`src/rtl/lock_mon_pkg.sv`:
```
package lock_mon_pkg;
  typedef enum logic [1:0] {
    ST_ACQ    = 2'd0,
    ST_TRAIN  = 2'd1,
    ST_LOCKED = 2'd2
  } lock_state_e;
endpackage

```
`src/rtl/lock_run_tracker.sv`:
```
module lock_run_tracker #(
  parameter int RUN_MAX = 64
) (
  input  logic clk_i,
  input  logic rst_ni,
  input  logic clear_i,
  input  logic bit_i,
  input  logic valid_i,
  output logic toggle_o,
  output logic run_viol_o
);
  localparam int RW = $clog2(RUN_MAX + 1);

  logic          prev_q;
  logic [RW-1:0] run_q;
  logic          same;

  assign same       = (bit_i == prev_q);
  assign toggle_o   = valid_i && !same;
  assign run_viol_o = valid_i && same && !clear_i && (run_q == RW'(RUN_MAX));

  always_ff @(posedge clk_i or negedge rst_ni) begin
    if (!rst_ni) begin
      prev_q <= 1'b0;
      run_q  <= '0;
    end else begin
      if (valid_i) prev_q <= bit_i;
      if (clear_i) begin
        run_q <= '0;
      end else if (valid_i) begin
        if (!same)                      run_q <= RW'(1);
        else if (run_q != RW'(RUN_MAX)) run_q <= run_q + RW'(1);
      end
    end
  end

  // run counter saturates at the limit; violation flags the overflowing bit
  a_r6_run_bounded: assert property (@(posedge clk_i) disable iff (!rst_ni)
    run_q <= RW'(RUN_MAX));
endmodule

```
`src/rtl/lock_density_window.sv`:
```
module lock_density_window #(
  parameter int WIN_LEN   = 256,
  parameter int MIN_TRANS = 31
) (
  input  logic clk_i,
  input  logic rst_ni,
  input  logic clear_i,
  input  logic valid_i,
  input  logic toggle_i,
  output logic win_done_o,
  output logic dens_viol_o
);
  localparam int WW = $clog2(WIN_LEN);
  localparam int TW = $clog2(WIN_LEN + 1);

  logic [WW-1:0] win_q;
  logic [TW-1:0] trans_q;
  logic [TW-1:0] trans_tot;
  logic          win_last;

  assign win_last    = (win_q == WW'(WIN_LEN - 1));
  assign trans_tot   = trans_q + TW'(toggle_i);
  assign win_done_o  = valid_i && !clear_i && win_last;
  assign dens_viol_o = win_done_o && (trans_tot < TW'(MIN_TRANS));

  always_ff @(posedge clk_i or negedge rst_ni) begin
    if (!rst_ni) begin
      win_q   <= '0;
      trans_q <= '0;
    end else if (clear_i) begin
      win_q   <= '0;
      trans_q <= '0;
    end else if (valid_i) begin
      if (win_last) begin
        win_q   <= '0;
        trans_q <= '0;
      end else begin
        win_q   <= win_q + WW'(1);
        trans_q <= trans_tot;
      end
    end
  end

  // transitions in a window cannot outnumber the bits seen in it
  a_r7_trans_le_bits: assert property (@(posedge clk_i) disable iff (!rst_ni)
    trans_q <= TW'(win_q));
endmodule

```
`src/rtl/lock_acq_timer.sv`:
```
module lock_acq_timer #(
  parameter int ACQ_CYCLES = 1250000
) (
  input  logic clk_i,
  input  logic rst_ni,
  input  logic active_i,
  input  logic hold_i,
  input  logic activity_i,
  output logic done_o
);
  localparam int AW = $clog2(ACQ_CYCLES + 1);

  logic [AW-1:0] cnt_q;

  assign done_o = (cnt_q == AW'(ACQ_CYCLES));

  always_ff @(posedge clk_i or negedge rst_ni) begin
    if (!rst_ni)                  cnt_q <= '0;
    else if (!active_i)           cnt_q <= '0;
    else if (activity_i && !hold_i) cnt_q <= '0;  // data seen: not a quiet interval
    else if (!done_o)             cnt_q <= cnt_q + AW'(1);
  end

  a_r3_timer_bounded: assert property (@(posedge clk_i) disable iff (!rst_ni)
    cnt_q <= AW'(ACQ_CYCLES));
endmodule

```
`src/rtl/link_lock_monitor.sv`:
```
module link_lock_monitor
  import lock_mon_pkg::*;
#(
  parameter int RUN_MAX    = 64,
  parameter int WIN_LEN    = 256,
  parameter int MIN_TRANS  = 31,
  parameter int ACQ_CYCLES = 1250000
) (
  input  logic clk_i,
  input  logic rst_ni,
  input  logic bit_i,
  input  logic bit_valid_i,
  input  logic ref_lock_req_i,
  output logic locked_o,
  output logic ref_sel_o
);
  lock_state_e state_q, state_d;
  logic in_acq;
  logic toggle, run_viol, win_done, dens_viol, acq_done;

  assign in_acq = (state_q == ST_ACQ);

  lock_run_tracker #(.RUN_MAX(RUN_MAX)) u_run (
    .clk_i      (clk_i),
    .rst_ni     (rst_ni),
    .clear_i    (in_acq),
    .bit_i      (bit_i),
    .valid_i    (bit_valid_i),
    .toggle_o   (toggle),
    .run_viol_o (run_viol)
  );

  lock_density_window #(.WIN_LEN(WIN_LEN), .MIN_TRANS(MIN_TRANS)) u_dens (
    .clk_i       (clk_i),
    .rst_ni      (rst_ni),
    .clear_i     (in_acq),
    .valid_i     (bit_valid_i),
    .toggle_i    (toggle),
    .win_done_o  (win_done),
    .dens_viol_o (dens_viol)
  );

  lock_acq_timer #(.ACQ_CYCLES(ACQ_CYCLES)) u_acq (
    .clk_i      (clk_i),
    .rst_ni     (rst_ni),
    .active_i   (in_acq),
    .hold_i     (ref_lock_req_i),
    .activity_i (toggle),
    .done_o     (acq_done)
  );

  always_comb begin
    state_d = state_q;
    if (ref_lock_req_i) begin
      state_d = ST_ACQ;
    end else begin
      unique case (state_q)
        ST_ACQ:    if (acq_done) state_d = ST_TRAIN;
        ST_TRAIN:  if (run_viol || dens_viol) state_d = ST_ACQ;
                   else if (win_done)         state_d = ST_LOCKED;
        ST_LOCKED: if (run_viol || dens_viol) state_d = ST_ACQ;
        default:   state_d = ST_ACQ;
      endcase
    end
  end

  always_ff @(posedge clk_i or negedge rst_ni) begin
    if (!rst_ni) state_q <= ST_ACQ;
    else         state_q <= state_d;
  end

  assign locked_o  = (state_q == ST_LOCKED);
  assign ref_sel_o = in_acq;

  a_r2_exit_after_interval: assert property (@(posedge clk_i) disable iff (!rst_ni)
    $fell(ref_sel_o) |-> $past(acq_done));
  a_r4_req_forces_ref: assert property (@(posedge clk_i) disable iff (!rst_ni)
    ref_lock_req_i |=> (ref_sel_o && !locked_o));
  a_r5_lock_on_window: assert property (@(posedge clk_i) disable iff (!rst_ni)
    $rose(locked_o) |-> $past(win_done));
  a_r6_run_drops_lock: assert property (@(posedge clk_i) disable iff (!rst_ni)
    run_viol |=> ref_sel_o);
  a_r7_density_drops_lock: assert property (@(posedge clk_i) disable iff (!rst_ni)
    dens_viol |=> ref_sel_o);
endmodule

```
`config.mk`:
```
export PLATFORM = sky130hd
export DESIGN_NAME = link_lock_monitor
export DESIGN_NICKNAME = d
export VERILOG_FILES = /design/src/rtl/lock_mon_pkg.sv /design/src/rtl/lock_run_tracker.sv /design/src/rtl/lock_density_window.sv /design/src/rtl/lock_acq_timer.sv /design/src/rtl/link_lock_monitor.sv
export SDC_FILE = /design/constraint.sdc
export NUM_CORES = 1
export LEC_CHECK = 0
export ABC_CLOCK_PERIOD_IN_PS = 5300
export BUFFER_PORTS_ARGS = -buffer_cell sky130_fd_sc_hd__clkbuf_2
export CORE_ASPECT_RATIO = 1.4
export CORE_MARGIN = 4
export CORE_UTILIZATION = 25
export CTS_BUF_LIST = sky130_fd_sc_hd__clkbuf_4
export CTS_CLUSTER_DIAMETER = 50
export DETAILED_ROUTE_END_ITERATION = 7
export SYNTH_ARGS = -nofsm -noshare
export SYNTH_HDL_FRONTEND = slang
export SYNTH_SLANG_ARGS = --single-unit
```
`constraint.sdc`:
```
create_clock -name clk_i -period 5.3 [get_ports clk_i]
set_input_delay 0.53 -clock clk_i [delete_from_list [all_inputs] [get_ports clk_i]]
set_output_delay 0.53 -clock clk_i [all_outputs]
set_load 0.01 [all_outputs]
```
After elaboration in Yosys (flattened, before gate mapping)
Index checks and enable logic that the tools add are counted.

storage, ports and cells
  register bits after elaboration = 48
  output and inout port bits = 2

operators by class
  reductions and logical operators = 16
  muxes and demuxes = 19
  equal/unequal tests = 12
  $add $sub $neg = 4
  $lt $le $gt $ge = 1

operator list
  operator                 number
  $mux W21                 3
  $mux W7                  4
  $mux W9                  3
  $mux W8                  3
  $add A21 B1 Y21 const B  1
  $eq A21 B21 Y1 const B   1
  $mux W2                  5
  $add A9 B1 Y9            1
  $lt A9 B5 Y1 const B     1
  $add A8 B1 Y8 const B    1
  $eq A8 B8 Y1 const B     1
  $logic_and A1 B1 Y1      8
  $add A7 B1 Y7 const B    1
  $eq A7 B7 Y1 const B     1
  $ne A7 B7 Y1 const B     1
  $ne A3 B2 Y1 const B     2
  $ne A3 B3 Y1 const B     2
  $pmux W2 S3              1
  $ne A4 B3 Y1 const B     1
  $logic_not A1 Y1         3
  $reduce_and A3 Y1        1
  $eq A2 B1 Y1 const B     1
  $eq A2 B2 Y1 const B     1
  $logic_not A2 Y1         1
  4 further kinds          4

Logic depth before layout (Yosys ltp)
  depth after elaboration = 10
  depth in mapped cells = 9
  mapped depth without buffers = 9

Cells and area by module
A second synthesis with hierarchy kept.

unflattened totals
  cells, all modules = 300
  area, all modules = 2,796.4 um^2

by module, submodules not included
  module               times used  cells an instance  area each (um^2)
  lock_acq_timer       1           126                1,143.6
  lock_density_window  1           112                1,043.5
  lock_run_tracker     1           52                 496.7
  link_lock_monitor    1           10                 112.6

Worst setup path before layout
OpenSTA, ideal clock, no wires.

  path type = in2reg
  from = input port bit_i
  to = register u_dens.trans_q[8]
  required time = 5.224 ns
  slack = 3.075 ns
  arrival = 2.149 ns
  stages = 9
  cells stage by stage = xor2_1 > nand2_1 > inv_1 > ha_1 > ha_1 > nand4_1 > or2_1 > or3_1 > o21ai_1

between the ends
  longest elaborated chain between the ends = 7

RTL lines
  item                  RTL line                   RTL
  from (decl)           link_lock_monitor.sv:11    input logic bit_i,
  $eq A1 B1 Y1          lock_run_tracker.sv:18     assign same = (bit_i == prev_q);
  $logic_not A1 Y1      lock_run_tracker.sv:19     assign toggle_o = valid_i && !same;
  $logic_and A1 B1 Y1   lock_run_tracker.sv:19
  $add A9 B1 Y9         lock_density_window.sv:22  assign trans_tot = trans_q + TW'(toggle_i);
  $mux W9               lock_density_window.sv:34  if (win_last) begin
  $mux W9               lock_density_window.sv:33  end else if (valid_i) begin
  $mux W9               lock_density_window.sv:30  end else if (clear_i) begin
  to (signal assigned)  lock_density_window.sv:39  trans_q <= trans_tot;
  to (decl)             lock_density_window.sv:17  logic [TW-1:0] trans_q;

No other way between the ends. The select of a mux whose other input is x is not followed.
A chain may end at the register's enable or synchronous reset.

Final worst setup path
  from = register u_run.prev_q
  to = register state_q[1]

between the ends
  longest elaborated chain between the ends = 10
  elaborated cells between the ends (all ways) = 16

RTL lines
  item                    RTL line                                          RTL
  from (decl)             lock_run_tracker.sv:14                            logic prev_q;
  from (signal assigned)  lock_run_tracker.sv:27                            if (valid_i) prev_q <= bit_i;
  $eq A1 B1 Y1 *          lock_run_tracker.sv:18
  $logic_not A1 Y1        lock_run_tracker.sv:19
  $logic_and A1 B1 Y1     lock_run_tracker.sv:19
  $add A9 B1 Y9           lock_density_window.sv:22
  $lt A9 B5 Y1            lock_density_window.sv:24                         assign dens_viol_o = win_done_o && (trans_tot < TW'(MIN_TRANS));
  $logic_and A1 B1 Y1     lock_density_window.sv:24
  $logic_or A1 B1 Y1 *    link_lock_monitor.sv:59, link_lock_monitor.sv:61
  $mux W2                 link_lock_monitor.sv:59                           ST_TRAIN: if (run_viol || dens_viol) state_d = ST_ACQ;
  $pmux W2 S3             link_lock_monitor.sv:57                           unique case (state_q)
  $mux W2                 link_lock_monitor.sv:54                           if (ref_lock_req_i) begin
  to (signal assigned)    link_lock_monitor.sv:69                           else state_q <= state_d;
  to (decl)               link_lock_monitor.sv:17                           lock_state_e state_q, state_d;

Every way passes the cells marked *; elsewhere a longest branch is shown, timed or not.

==> metrics.md <==
| Metric | Value |
|---|---|
| Sink Count | 48 |
| Setup TNS | 0 ns |
| Crit path max fanout | 7 |
| Minimum clock period | 2.40 ns |
| Fin. Hold Viols | 0 |
| Max-Cap Viols | 0 |
| Final WL | 5930 um |
| Distinct cells, synth | 55 |
| Startpoint Class | register |
| WS Path Type | reg -> reg |
| Die Y | 133 um |
| First-pass GRT wire length | 10,500 um |
| Share of layout cells above drive strength 1 | 8.52% |
| Cells after synthesis | 300 |
| Number of diodes | 0 |
| WL/cell | 13.3 um |
| RSZ-0062 raised after global routing | false |
| Die extent in x | 97.2 um |
| NumNets Final | 317 |
| Core area | 10,900 um2 |
| Cts repair resizes | 0 |
| Cts-stage hold buffer count | 0 |
| Worst path required time | 5.55 ns |
| Root buffer cell | clkbuf_4 |
| Worst Clk Skew | 0.0207 ns |
| Avg Inst Size Synth | 9.28 um2 |
| Area grow syn2layout | 7.24% |
| Slew headroom | 37.9% |
| DRC | 0 |
| Min-delay worst type | in -> async |
| Num ports | 7 |
| DP HPWL | 4120 um |
| Largest net degree at the start of global routing | 49 |
| DR vias/cell | 5.19 |
| Post-layout util | 27.5% |
| Placed cell area | 2940 um2 |
| Seq/Total Area, Yosys | 43.1% |
| Max Buffers Root-to-Sink | 2 |
| Initial Utilization | 25.6% |
| Clock latency on the worst-skew pair | 0.36 ns |
| Total Power | 636 uW |
| Async S/R FF share, synth | 100% |
| Pwr dens | 213 nW/um2 |
| Die area | 12,900 um2 |
| Number of synthesized flops with an enable pin | 0 |
| Final standard cell area without fillers | 2990 um2 |
| Final Cycle Share | 45.3% |
| Post-CTS setup buffer count | 0 |
| Post-synthesis register bit count | 48 |
| Max-slew violation total from the final report | 0 |
| H-tree depth | 2 |
| Syn nets | 312 |
| CP Capture Type | register |
| Num rows | 45 |
| Final setup violation count | 0 |
| Worst hold margin | 0.250 ns |
| Main synth FF type | dfrtp_1 |
| TritonCTS Buffers | 5 |
| Clock slew at reported path FFs | 0.13 ns |
| Most frequent cells in the layout | 48 x dfrtp_1, 22 x nor2_1, 21 x a21oi_1, 17 x nand3_1, 16 x nand2_1 |
| Number of global-route vias before repair | 2,317 |
| Leak | 0.00121 uW |
| Synth Warn # | 0 |
| Most common cell after layout, fill and taps aside | dfrtp_1 |
| TritonCTS clock tree | yes |
| Port bufs | 6 |
| Antenna-violating nets left | 0 |
| Total gr overflow | 0 |
| Status | finished clean |
| Pre-antenna DRT Iters | 4 |
| Peak supply drop | 132 uV |
| Via count | 2,314 |
| Worst EP arrival | 2.65 ns |
| Mapped cell area | 2780 um2 |
| F_max | 0.416 GHz |
| Reg2Reg Depth | 9 |
| Fill count | 1,134 |
| Overall routing resource usage | 9.62% |
| Least-Margin Pin Slew | 0.931 ns |
| GPL Wtd Cong | 0.834 |
| Initial antenna violation count | 0 |
| Violation count after the first detailed-routing iteration | 98 |
==> through the flow <==
step	instances	worst slack [ns]
2_1_floorplan	300	3.07
3_3_place_gp	439	2.75
3_5_place_dp	439	2.70
4_1_cts	446	2.91
5_1_grt	446	2.60
6_report	446	2.90
==> state kept, by name, indices dropped and copies added, names as in the netlist <==
register and flops:
u_acq.cnt_q 21, u_run.prev_q 1, u_dens.win_q 8, u_run.run_q 7, u_dens.trans_q 9, state_q 2
==> layout make-up <==
| class | count | area [um2] | share of cell area, % |
|---|---|---|---|
| Tap cell | 141 | 176 | 5.91 |
| Timing Repair Buffer | 7 | 37.5 | 1.26 |
| Multi-Input combinational cell | 229 | 1470 | 49.3 |
| Inverter | 14 | 52.6 | 1.76 |
| Clock inverter | 2 | 7.51 | 0.251 |
| Sequential cell | 48 | 1200 | 40.2 |
| Clock buffer | 5 | 37.5 | 1.26 |
==> synthesized netlist by cell type, types with 7 or more instances <==
master | instances | area share [%]
a21oi_1 | 21 | 3.8
a22o_1 | 9 | 2.8
dfrtp_1 | 48 | 43
ha_1 | 7 | 3.1
inv_1 | 13 | 1.8
nand2_1 | 16 | 2.2
nand3_1 | 17 | 3.1
nand4_1 | 12 | 2.7
nor2_1 | 22 | 3.0
nor3_1 | 11 | 2.0
o21ai_0 | 13 | 2.3
o21ai_1 | 10 | 1.8
o31ai_1 | 7 | 1.9
or4_1 | 8 | 2.2
xor2_1 | 12 | 3.8
==> worst max-delay path, cell delays in order, from the launching register on <==
cell and delay (ns):
dfrtp_1 0.43, xor2_1 0.34, nand2_1 0.15, inv_1 0.07, ha_1 0.20, ha_1 0.29
nand4_1 0.19, o21ai_0 0.24, o2111ai_1 0.15, o31a_1 0.25
==> cells by family after synthesis <==
family                     Yosys count  synth area share (%)
xor gates and xnor gates            15                  4.72
muxes                                2                 0.764
buffers and inverters               23                  3.95
DFF                                 48                  43.1
adders and majority gates            7                  3.15
AOI/OAI and AO/OA                   78                  17.9
and+or+nand+nor                    127                  26.3
==> metal layers <==
| layer | part of all wire [%] | routed length [um] | vias up | GRT usage, % |
|---|---|---|---|---|
| li1 | - | - | 1133 | - |
| met1 | 43 | 2560 | 1124 | 10.8 |
| met2 | 52 | 3110 | 51 | 17.7 |
| met3 | 3.2 | 192 | 6 | 1.53 |
| met4 | 1.1 | 67 | 0 | 4.29 |
| met5 | 0 | 0 | - | 0 |
==> path summary, 6_finish.rpt <==
check                          startpoint               to  slack (ns)
max in group asynchronous          rst_ni       state_q[1]        4.62
setup reg to reg             u_run.prev_q       state_q[1]        2.90
min in group clk_i         ref_lock_req_i       state_q[0]        0.47
hold reg to reg            u_run.run_q[4]   u_run.run_q[4]        0.53
hold / removal                     rst_ni  u_dens.win_q[1]        0.25
setup / recovery             u_run.prev_q       state_q[1]        2.90
==> power by group <==
part	leakage [uW]	internal (uW)	switching [uW]
combinational	0.000521	29.3	41.5
clock	0.0000261	46.7	115
sequential	0.000662	384	19.9
Power figures use the tool's default switching activity.
